## src/rtl/i2c_slv_pkg.sv

```systemverilog
package i2c_slv_pkg;

   typedef enum logic [2:0] {
      ST_IDLE,
      ST_RX,
      ST_ACK,
      ST_TX,
      ST_MACK
   } slv_state_t;

   typedef enum logic [1:0] {
      BK_ADDR,
      BK_PTR,
      BK_DATA
   } byte_kind_t;

   localparam int BYTE_W = 8;
   localparam int DEV_ADDR_W = 7;

endpackage

```

## src/rtl/i2c_line_sync.sv

```systemverilog
module i2c_line_sync #(
   parameter int STAGES = 2
) (
   input  logic clk,
   input  logic rst_n,
   input  logic scl_in,
   input  logic sda_in,
   output logic scl_s,
   output logic sda_s,
   output logic scl_rise,
   output logic scl_fall,
   output logic start_det,
   output logic stop_det
);
   logic [STAGES-1:0] scl_q, sda_q;
   logic              scl_d, sda_d;

   for (genvar i = 0; i < STAGES; i++) begin : g_stage
      if (i == 0) begin : g_first
         always_ff @(posedge clk or negedge rst_n) begin
            if (!rst_n) begin
               scl_q[0] <= 1'b1;
               sda_q[0] <= 1'b1;
            end else begin
               scl_q[0] <= scl_in;
               sda_q[0] <= sda_in;
            end
         end
      end else begin : g_next
         always_ff @(posedge clk or negedge rst_n) begin
            if (!rst_n) begin
               scl_q[i] <= 1'b1;
               sda_q[i] <= 1'b1;
            end else begin
               scl_q[i] <= scl_q[i-1];
               sda_q[i] <= sda_q[i-1];
            end
         end
      end
   end

   always_ff @(posedge clk or negedge rst_n) begin
      if (!rst_n) begin
         scl_d <= 1'b1;
         sda_d <= 1'b1;
      end else begin
         scl_d <= scl_q[STAGES-1];
         sda_d <= sda_q[STAGES-1];
      end
   end

   assign scl_s     = scl_q[STAGES-1];
   assign sda_s     = sda_q[STAGES-1];
   assign scl_rise  = scl_s & ~scl_d;
   assign scl_fall  = ~scl_s & scl_d;
   assign start_det = scl_s & scl_d & sda_d & ~sda_s;
   assign stop_det  = scl_s & scl_d & ~sda_d & sda_s;
endmodule

```

## src/rtl/strap_addr_latch.sv

```systemverilog
module strap_addr_latch #(
   parameter int               ADDR_W    = 7,
   parameter logic [ADDR_W-1:0] BASE     = 7'h1A,
   parameter int               STRAP_BIT = 0,
   parameter int               SAMPLES   = 4
) (
   input  logic              clk,
   input  logic              rst_n,
   input  logic              strap_in,
   output logic              addr_valid,
   output logic [ADDR_W-1:0] dev_addr
);
   localparam int CW = $clog2(SAMPLES + 1);

   logic [CW-1:0] agree_cnt;
   logic          lvl;

   always_ff @(posedge clk or negedge rst_n) begin
      if (!rst_n) begin
         agree_cnt  <= '0;
         lvl        <= 1'b0;
         addr_valid <= 1'b0;
      end else if (!addr_valid) begin
         if (agree_cnt == '0 || strap_in != lvl) begin
            lvl       <= strap_in;
            agree_cnt <= CW'(1);
         end else if (agree_cnt == CW'(SAMPLES - 1)) begin
            addr_valid <= 1'b1;
         end else begin
            agree_cnt <= agree_cnt + CW'(1);
         end
      end
   end

   always_comb begin
      dev_addr            = BASE;
      dev_addr[STRAP_BIT] = lvl;
   end
endmodule

```

## src/rtl/i2c_reg_array.sv

```systemverilog
module i2c_reg_array #(
   parameter int AW = 8,
   parameter int DW = 8
) (
   input  logic          clk,
   input  logic          rst_n,
   input  logic          we,
   input  logic [AW-1:0] addr,
   input  logic [DW-1:0] wdata,
   output logic [DW-1:0] rdata
);
   localparam int DEPTH = 1 << AW;

   logic [DW-1:0] mem [DEPTH];

   always_ff @(posedge clk or negedge rst_n) begin
      if (!rst_n) begin
         for (int i = 0; i < DEPTH; i++) mem[i] <= '0;
      end else if (we) begin
         mem[addr] <= wdata;
      end
   end

   assign rdata = mem[addr];
endmodule

```

## src/rtl/i2c_slave_fsm.sv

```systemverilog
module i2c_slave_fsm
   import i2c_slv_pkg::*;
#(
   parameter int PTR_W = 8
) (
   input  logic                  clk,
   input  logic                  rst_n,
   input  logic                  boot_busy,
   input  logic                  addr_valid,
   input  logic [DEV_ADDR_W-1:0] dev_addr,
   input  logic                  sda_s,
   input  logic                  scl_rise,
   input  logic                  scl_fall,
   input  logic                  start_det,
   input  logic                  stop_det,
   input  logic [BYTE_W-1:0]     rdata,
   output logic                  we,
   output logic [BYTE_W-1:0]     wdata,
   output logic [PTR_W-1:0]      ptr,
   output logic                  sda_oe
);
   slv_state_t       state;
   byte_kind_t       kind;
   logic [3:0]       bitcnt;
   logic [BYTE_W-1:0] shreg, txsh;
   logic             rnw, nack;
   logic             active, byte_done;

   assign active    = !boot_busy && addr_valid && !stop_det && !start_det;
   assign byte_done = active && state == ST_RX && scl_fall && bitcnt == 4'd8;
   assign we        = byte_done && kind == BK_DATA;
   assign wdata     = shreg;

   always_ff @(posedge clk or negedge rst_n) begin
      if (!rst_n) begin
         state  <= ST_IDLE;
         kind   <= BK_ADDR;
         bitcnt <= '0;
         shreg  <= '0;
         txsh   <= '0;
         rnw    <= 1'b0;
         nack   <= 1'b0;
         ptr    <= '0;
         sda_oe <= 1'b0;
      end else if (boot_busy || !addr_valid || stop_det) begin
         state  <= ST_IDLE;
         sda_oe <= 1'b0;
      end else if (start_det) begin
         state  <= ST_RX;
         kind   <= BK_ADDR;
         bitcnt <= '0;
         sda_oe <= 1'b0;
      end else begin
         case (state)
            ST_RX: begin
               if (scl_rise) begin
                  shreg  <= {shreg[BYTE_W-2:0], sda_s};
                  bitcnt <= bitcnt + 4'd1;
               end else if (byte_done) begin
                  case (kind)
                     BK_ADDR: begin
                        if (shreg[BYTE_W-1:1] == dev_addr) begin
                           rnw    <= shreg[0];
                           sda_oe <= 1'b1;
                           state  <= ST_ACK;
                        end else begin
                           state  <= ST_IDLE;
                        end
                     end
                     BK_PTR: begin
                        ptr    <= shreg[PTR_W-1:0];
                        sda_oe <= 1'b1;
                        state  <= ST_ACK;
                     end
                     default: begin
                        ptr    <= ptr + PTR_W'(1);
                        sda_oe <= 1'b1;
                        state  <= ST_ACK;
                     end
                  endcase
               end
            end
            ST_ACK: begin
               if (scl_fall) begin
                  bitcnt <= '0;
                  if (kind == BK_ADDR && rnw) begin
                     txsh   <= rdata;
                     ptr    <= ptr + PTR_W'(1);
                     sda_oe <= ~rdata[BYTE_W-1];
                     state  <= ST_TX;
                  end else begin
                     sda_oe <= 1'b0;
                     state  <= ST_RX;
                     kind   <= (kind == BK_ADDR) ? BK_PTR : BK_DATA;
                  end
               end
            end
            ST_TX: begin
               if (scl_fall) begin
                  if (bitcnt == 4'd7) begin
                     sda_oe <= 1'b0;
                     state  <= ST_MACK;
                  end else begin
                     txsh   <= {txsh[BYTE_W-2:0], 1'b0};
                     sda_oe <= ~txsh[BYTE_W-2];
                     bitcnt <= bitcnt + 4'd1;
                  end
               end
            end
            ST_MACK: begin
               if (scl_rise) begin
                  nack <= sda_s;
               end else if (scl_fall) begin
                  if (nack) begin
                     state <= ST_IDLE;
                  end else begin
                     bitcnt <= '0;
                     txsh   <= rdata;
                     ptr    <= ptr + PTR_W'(1);
                     sda_oe <= ~rdata[BYTE_W-1];
                     state  <= ST_TX;
                  end
               end
            end
            default: ;
         endcase
      end
   end
endmodule

```

## src/rtl/strap_i2c_slave.sv

```systemverilog
module strap_i2c_slave
   import i2c_slv_pkg::*;
#(
   parameter logic [6:0] ADDR_BASE     = 7'h1A,
   parameter int         STRAP_BIT     = 0,
   parameter int         STRAP_SAMPLES = 4,
   parameter int         SYNC_STAGES   = 2,
   parameter int         PTR_W         = 8
) (
   input  logic clk,
   input  logic rst_n,
   input  logic strap_in,
   input  logic boot_busy,
   input  logic scl_in,
   input  logic sda_in,
   output logic sda_oe
);
   if (SYNC_STAGES < 2) begin : g_bad_sync
      $error("SYNC_STAGES must be at least 2");
   end
   if (STRAP_SAMPLES < 2) begin : g_bad_samples
      $error("STRAP_SAMPLES must be at least 2");
   end
   if (STRAP_BIT < 0 || STRAP_BIT >= DEV_ADDR_W) begin : g_bad_bit
      $error("STRAP_BIT must index the 7-bit address");
   end
   if (PTR_W < 1 || PTR_W > BYTE_W) begin : g_bad_ptr
      $error("PTR_W must fit in one bus byte");
   end

   logic                  scl_s, sda_s, scl_rise, scl_fall, start_det, stop_det;
   logic                  addr_valid;
   logic [DEV_ADDR_W-1:0] dev_addr;
   logic                  we;
   logic [BYTE_W-1:0]     wdata, rdata;
   logic [PTR_W-1:0]      ptr;

   i2c_line_sync #(.STAGES(SYNC_STAGES)) u_sync (
      .clk(clk), .rst_n(rst_n), .scl_in(scl_in), .sda_in(sda_in),
      .scl_s(scl_s), .sda_s(sda_s), .scl_rise(scl_rise), .scl_fall(scl_fall),
      .start_det(start_det), .stop_det(stop_det)
   );

   strap_addr_latch #(
      .ADDR_W(DEV_ADDR_W), .BASE(ADDR_BASE),
      .STRAP_BIT(STRAP_BIT), .SAMPLES(STRAP_SAMPLES)
   ) u_strap (
      .clk(clk), .rst_n(rst_n), .strap_in(strap_in),
      .addr_valid(addr_valid), .dev_addr(dev_addr)
   );

   i2c_slave_fsm #(.PTR_W(PTR_W)) u_fsm (
      .clk(clk), .rst_n(rst_n), .boot_busy(boot_busy),
      .addr_valid(addr_valid), .dev_addr(dev_addr), .sda_s(sda_s),
      .scl_rise(scl_rise), .scl_fall(scl_fall),
      .start_det(start_det), .stop_det(stop_det), .rdata(rdata),
      .we(we), .wdata(wdata), .ptr(ptr), .sda_oe(sda_oe)
   );

   i2c_reg_array #(.AW(PTR_W), .DW(BYTE_W)) u_regs (
      .clk(clk), .rst_n(rst_n), .we(we), .addr(ptr),
      .wdata(wdata), .rdata(rdata)
   );
endmodule

```

## config.mk

```make
export PLATFORM = sky130hd
export DESIGN_NAME = strap_i2c_slave
export DESIGN_NICKNAME = d
export VERILOG_FILES = /design/src/rtl/i2c_slv_pkg.sv /design/src/rtl/i2c_line_sync.sv /design/src/rtl/strap_addr_latch.sv /design/src/rtl/i2c_reg_array.sv /design/src/rtl/i2c_slave_fsm.sv /design/src/rtl/strap_i2c_slave.sv
export SDC_FILE = /design/constraint.sdc
export NUM_CORES = 2
export LEC_CHECK = 0
export ABC_AREA = 1
export BUFFER_PORTS_ARGS = -buffer_cell sky130_fd_sc_hd__buf_2
export CELL_PAD_IN_SITES_DETAIL_PLACEMENT = 2
export CELL_PAD_IN_SITES_GLOBAL_PLACEMENT = 2
export CORE_MARGIN = 10
export CORE_UTILIZATION = 30
export CTS_BUF_LIST = sky130_fd_sc_hd__clkbuf_4 sky130_fd_sc_hd__clkbuf_8 sky130_fd_sc_hd__clkbuf_16
export CTS_CLUSTER_DIAMETER = 200
export DETAILED_ROUTE_END_ITERATION = 16
export PLACE_DENSITY = 0.66
export SLEW_MARGIN = 40
export SYNTH_ARGS = -nofsm -noshare
export SYNTH_HDL_FRONTEND = slang
export SYNTH_SLANG_ARGS = --single-unit
```

## constraint.sdc

```tcl
create_clock -name clk -period 9.2 [get_ports clk]
set_clock_uncertainty 0.2 [all_clocks]
set_input_delay 0.46 -clock clk [delete_from_list [all_inputs] [get_ports clk]]
set_output_delay 0.46 -clock clk [all_outputs]
set_load 0.005 [all_outputs]
```

# Word-level counts from Yosys, hierarchy flattened
# Cells that the tools add are included.
[totals]
register_bits = 2094
output_inout_bits = 1
[classes]
addsub = 3
order_cmp = 2
n_eq_ne = 39
mux = 70
bitwise_logic = 18
n_reduce_logical = 35
[op_table]
columns = ["op", "count"]
rows = [
  ["2048-bit bitwise mux", 1],
  ["8-bit 2-to-1 mux", 10],
  ["8-bit binary-select mux with 8-bit select", 1],
  ["8-bit demux with 8-bit select", 1],
  ["7-bit 2-to-1 mux", 7],
  ["3-bit 2-to-1 mux", 11],
  ["4-bit 2-to-1 mux", 8],
  ["8-bit case mux with 3 select lines", 1],
  ["7-bit case mux with 3 select lines", 1],
  ["2-bit 2-to-1 mux", 9],
  ["9-bit AND reduction", 2],
  ["1-bit 2-to-1 mux", 16],
  ["4-bit by 1-bit != test with 1-bit output, second input constant", 4],
  ["4-bit case mux with 4 select lines", 1],
  ["8-bit case mux with 2 select lines", 1],
  ["2-bit by 1-bit != test with 1-bit output, second input constant", 7],
  ["3-bit by 2-bit != test with 1-bit output, second input constant", 4],
  ["3-bit case mux with 4 select lines", 1],
  ["4-bit AND reduction", 3],
  ["11-bit AND reduction", 1],
  ["2-bit != test, second input constant", 5],
  ["1-bit NOT", 10],
  ["10-bit AND reduction", 1],
  ["3-bit by 2-bit equality test with 1-bit output, second input constant", 3],
  ["other kinds (32)", 58],
]

# Logic depth before layout (Yosys ltp)
[logic_depth]
depth_word = 14
mapped_depth = 20

# Cells and area by module
# From an unflattened synthesis, not the netlist that was laid out.
[hier_totals]
hier_cells = 12777
hier_area_um2 = 97218.2
[modules_own_cells]
columns = ["mod", "instances", "cells_per_inst", "area_per_inst_um2", "seq_area_each_um2"]
rows = [
  ["i2c_reg_array", 1, 12379, 94333.0, 51249.2],
  ["i2c_slave_fsm", 1, 336, 2327.2, 875.8],
  ["strap_addr_latch", 1, 45, 359.1, 125.1],
  ["i2c_line_sync", 1, 17, 198.9, 157.7],
]

# Worst setup path after synthesis
# Ideal clock, no wire load.
[synth_timing]
path_type = "register to register"
start = "register u_fsm.ptr[0]"
end = "register u_regs.mem[26] in the netlist's numbering"
arrival_ps = 2848
required_ps = 8874
slack_ps = 6026
path_stages_with_launch = 14
n_path_buf = 8
synth_period_minus_slack_ps = 3174
path_cell_list = "dfrtp_1 buf_2 buf_4 inv_1 buf_2 buf_6 buf_2 buf_2 ha_1 nand2_1 buf_2 nor3_4 buf_2 o21ai_0"
[synth_between]
elab_chain_cells = 6
elab_cells_between_ends = 7
[synth_rtl]
columns = ["item", "line", "source"]
rows = [
  ["from (decl)", "i2c_slave_fsm.sv:19", "output logic [PTR_W-1:0] ptr,"],
  ["from (signal assigned)", "i2c_slave_fsm.sv:71", "ptr <= shreg[PTR_W-1:0];"],
  ["from (signal assigned)", "i2c_slave_fsm.sv:76", "ptr <= ptr + PTR_W'(1);"],
  ["from (signal assigned)", "i2c_slave_fsm.sv:88", "ptr <= ptr + PTR_W'(1);"],
  ["8-bit NOT with 9-bit output (not written as such) *", "i2c_reg_array.sv:20", "mem[addr] <= wdata;"],
  ["9-bit >= comparator (not written as such) / 9-bit by 1-bit less-than comparator with 1-bit output (equally long branches)", "i2c_reg_array.sv:20", ""],
  ["1-bit logical AND (not written as such)", "i2c_reg_array.sv:20", ""],
  ["8-bit 2-to-1 mux (not written as such)", "i2c_reg_array.sv:20", ""],
  ["8-bit demux with 8-bit select *", "i2c_reg_array.sv:20", ""],
  ["2048-bit bitwise mux *", "i2c_reg_array.sv:20", ""],
  ["to (signal, indexed assignment)", "i2c_reg_array.sv:20", ""],
  ["to (decl)", "i2c_reg_array.sv:14", "logic [DW-1:0] mem [DEPTH];"],
]
# Every way passes the cells marked *; elsewhere a longest branch is shown, timed or not.
# A chain may end at the register's enable or synchronous reset.

# Final worst setup path
[layout_timing]
start = "register u_fsm.ptr[0]"
end = "register u_fsm.txsh[3]"
[layout_between]
elab_chain_cells = 8
elab_cells_between_ends = 10
[layout_rtl]
columns = ["item", "line", "source"]
rows = [
  ["8-bit NOT with 9-bit output (not written as such) *", "i2c_reg_array.sv:24", "assign rdata = mem[addr];"],
  ["8-bit binary-select mux with 8-bit select *", "i2c_reg_array.sv:24", ""],
  ["8-bit 2-to-1 mux (not written as such) * (2 in a row)", "i2c_reg_array.sv:24", ""],
  ["7-bit 2-to-1 mux", "i2c_slave_fsm.sv:114", "if (nack) begin"],
  ["7-bit 2-to-1 mux", "i2c_slave_fsm.sv:113", "end else if (scl_fall) begin"],
  ["7-bit 2-to-1 mux", "i2c_slave_fsm.sv:111", "if (scl_rise) begin"],
  ["7-bit case mux with 3 select lines *", "i2c_slave_fsm.sv:54", "case (state)"],
  ["to (signal assigned)", "i2c_slave_fsm.sv:87", "txsh <= rdata;"],
  ["to (signal assigned)", "i2c_slave_fsm.sv:104", "txsh <= {txsh[BYTE_W-2:0], 1'b0};"],
  ["to (signal assigned)", "i2c_slave_fsm.sv:118", "txsh <= rdata;"],
  ["to (decl)", "i2c_slave_fsm.sv:25", "logic [BYTE_W-1:0] shreg, txsh;"],
]
# Every way passes the cells marked *; elsewhere a longest branch is shown, timed or not. The select of a mux whose other input is x is not followed.

==> summary.txt <==
Setup path
  • Worst setup EP type: flip-flop
  • Worst setup path category: reg2reg
  • Reg2reg path depth: 16
  • R2R setup slack: between 4000 and 5000 ps
  • Worst EP arrival: approximately 5500 ps
  • FF-to-FF Start: u_fsm.ptr[0]$_DFFE_PN0P_
  • Reg-to-reg endpoint: u_fsm.txsh[3]$_DFFE_PN0P_
  • CP max FO: 169
  • Critical path required time: 9780 ps
  • Crit start category: flip-flop

Min path
  • Endpoint, Worst Hold: u_strap.lvl$_DFFE_PN0P_
  • Hold Path Depth: 4
  • Min-Delay Startpoint: strap_in
  • Hold Path Class: in2reg

Logic synthesis
  • Count leader, synth: nand2_1
  • Post-synth EDFFs: 0
  • Synth Warn #: 0
  • Largest area contributor in the netlist: dfrtp_1
  • Syn_nets: ~13000
  • Synth Flop Type: dfrtp_1
  • Sequential share of the synthesized area: 0.507
  • #FFs+latches synth: roughly 2100
  • Area contributors post-synth: dfrtp_1, o21ai_0, nand2_1
  • Yosys top cell area share: 0.505
  • Async S/R FF share, synth: 1.00
  • Synth unique cells: between 40 and 50
  • Post-synth top cells: nand2_1, o21ai_0, dfrtp_1
  • Post-Syn Instances: between 10000 and 15000
  • Synthesized area: 0.103 mm²
  • Syn Area/Cell: ~8.3 µm²

Timing
  • Final Hold Viols: 0
  • Final Cycle Share: 0.538
  • RSZ-0062 raised after global routing: false
  • Min Tclk post-route: ~4900 ps
  • Pins Over Slew Limit: 0
  • Worst hold margin: 157 ps
  • Slew @ Worst Pin: 1010 ps
  • Max Fclk: between 0.2 and 0.25 GHz
  • Setup tns final: 0 ps
  • Rel. slew slack: 0.327
  • Final setup fails: 0

Clock tree
  • Reg clk slew, reported paths: ~60 ps
  • CTS tree: built
  • CTS Buf Count: 263
  • H-tree levels: 5
  • Sinks on the clock net: roughly 2100
  • Clk Latency, worst-skew pair: around 910 ps
  • Clk root buf: clkbuf_16
  • Bufs on Longest Clock Path: 4

Drt
  • WL/cell: 23.9 µm
  • Antenna Nets Post-Route: 0
  • Initial DRT Pass Iterations: 5
  • Residual DRC: 0
  • Vias per cell: around 5.2
  • 1st-iter DRT viols: 5526
  • Routed WL: ~400000 µm
  • Vias: about 87000

Placed design
  • Port Buf Inserts: 6
  • Post-DP HPWL: 244000 µm
  • Final Wtd Congestion: 0.783

Global routing
  • Tot GR Track Use: 0.216
  • Initial antenna violation count: 6
  • Largest net degree at the start of global routing: a little under 200
  • GR Overflow Total: 0
  • Vias in the first global route: roughly 97000
  • First-pass GRT wire length: around 620000 µm

Power
  • PwrDens: 273 mW/mm²
  • Leak pwr: approximately 57 nW
  • Worst-case vdd ir drop: 199 µV

Final layout
  • Layout cell share with drive strength beyond 1: 0.113
  • Area delta synth->final: 12.6%
  • Nets: 12100
  • FF/Latch Area: 0.0524 mm²
  • # fillers: 38700
  • Multi-input logic area: approximately 0.041 mm²

Status
  • Outcome: finished clean

Floorplanning
  • Initial Utilization: 0.301
  • CORE AREA: ~0.34 mm²
  • Top-Level Pins: 7
  • Die height: between 600 and 700 µm
  • Die area: between 0.3 and 0.4 mm²
  • Die W: about 610 µm
  • Site row count: roughly 220

Flow run
  • Maxcap violations: 0
## state kept, by name, summed over array words and instances (netlist names), 2 cells and up
signal and flops:
u_fsm.state 3, u_fsm.txsh 7, u_fsm.ptr 8, u_fsm.wdata 8, u_fsm.kind 2, u_fsm.bitcnt 4, u_regs.mem 2048, u_strap.agree_cnt 3
## cells by family (layout without fill, tap and decap cells)
logic type,Yosys count,after routing,synth area share
buf+inv,2478,2219,0.0959
flops,2094,2094,0.507
other cells,0,3,0
mux,454,454,0.0494
fa+ha+maj,9,9,0.00109
compound gates,3290,3290,0.165
xor+xnor,4,4,0.000339
simple gates,4180,4180,0.181
## layer usage
| layer | vias up | part of all wire | GRT usage |
|---|---|---|---|
| li1 | 39100 | - | - |
| met1 | 46000 | 0.46 | 0.292 |
| met2 | 1243 | 0.48 | 0.365 |
| met3 | 604 | 0.030 | 0.0210 |
| met4 | 2 | 0.031 | 0.0644 |
| met5 | - | 0.000035 | 0 |
## final cells by class
| class | count | area share |
|---|---|---|
| Inverter | 1586 | 0.0513 |
| Tap cell | 4557 | 0.0490 |
| Multi-Input combinational cell | 7937 | 0.356 |
| Sequential cell | 2094 | 0.450 |
| Timing Repair Buffer | 183 | 0.0199 |
| Clock inverter | 59 | 0.00464 |
| Clock buffer | 391 | 0.0691 |
| Antenna cell | 3 | 0.0000645 |
## worst max-delay path by stage
stage | from | to | slack (ps)
2_1_floorplan | u_fsm.ptr[0]$_DFFE_PN0P_ | u_regs.mem[26]$_DFFE_PN0P_ | 6030
3_3_place_gp | boot_busy | u_regs.mem[304]$_DFFE_PN0P_ | 4360
3_5_place_dp | u_fsm.ptr[0]$_DFFE_PN0P_ | u_fsm.txsh[2]$_DFFE_PN0P_ | 4350
4_1_cts | u_fsm.ptr[0]$_DFFE_PN0P_ | u_fsm.txsh[2]$_DFFE_PN0P_ | 4330
5_1_grt | u_fsm.ptr[0]$_DFFE_PN0P_ | u_fsm.txsh[4]$_DFFE_PN0P_ | 4050
6_report | u_fsm.ptr[0]$_DFFE_PN0P_ | u_fsm.txsh[3]$_DFFE_PN0P_ | 4250
## where the power goes
part / switching (mW) / internal [mW]
combinational: 9.29 / 2.37
sequential: 0.329 / 9.29
clock: 4.28 / 6.24
## timing repair
item / CTS / global route
hold buffers: 8 / 0
hold endpoints to repair: 428 / 0
endpoints found under the setup margin: 0 / 0
setup buffers: 0 / 0
gates resized for setup: 0 / 0
## cells in the final DEF (no fill, tap or decap), types with 4 or more instances in the layout
cell / count
nand2_1: 3149
o21ai_0: 2543
dfrtp_1: 2078
inv_1: 1572
nor2_1: 557
a21oi_1: 432
mux2_2: 418
clkbuf_16: 273
o211ai_1: 232
nor3_4: 186
nand3_1: 123
buf_4: 89
nor2_4: 71
clkbuf_4: 65
o21ai_1: 58
clkbuf_8: 53
buf_12: 38
clkinv_2: 37
mux2_1: 36
nand4_1: 36
buf_6: 24
nand2_2: 22
buf_16: 18
nand2_4: 14
inv_6: 13
o22ai_1: 11
inv_2: 10
dfrtp_4: 10
ha_1: 9
dlygate4sd3_1: 8
nor2_2: 7
bufinv_16: 7
dfstp_2: 6
buf_2: 5
nor3_1: 4
o31ai_1: 4
## worst max-delay path: stages (launching register included)
cell     delay [ps]
dfrtp_4         990
buf_12          580
buf_12          350
buf_16          430
a21oi_1         120
o21ai_0         110
o21ai_0         120
nand2_1          90
nand2_1          80
nor2_1          460
nor2_1          170
nor2_1          130
nand2_1         120
nand2_1         110
nand2_1         170
o21ai_1         180
nand2_1          70
## stage by stage
step / instance area, µm² / power (mW) / setup WS (ps) / cells / utilization
6_report: 116000 / 31.8 / 4250 / 16800 / 0.339
5_1_grt: 116000 / 33.4 / 4050 / 16800 / 0.339
4_1_cts: 116000 / 32.1 / 4330 / 16800 / 0.338
3_5_place_dp: 107000 / 21.4 / 4350 / 16300 / 0.313
3_3_place_gp: 107000 / 21.1 / 4360 / 16300 / 0.311
2_1_floorplan: 103000 / 15.8 / 6030 / 12500 / -
No activity file was read; power rests on OpenSTA's default activity.
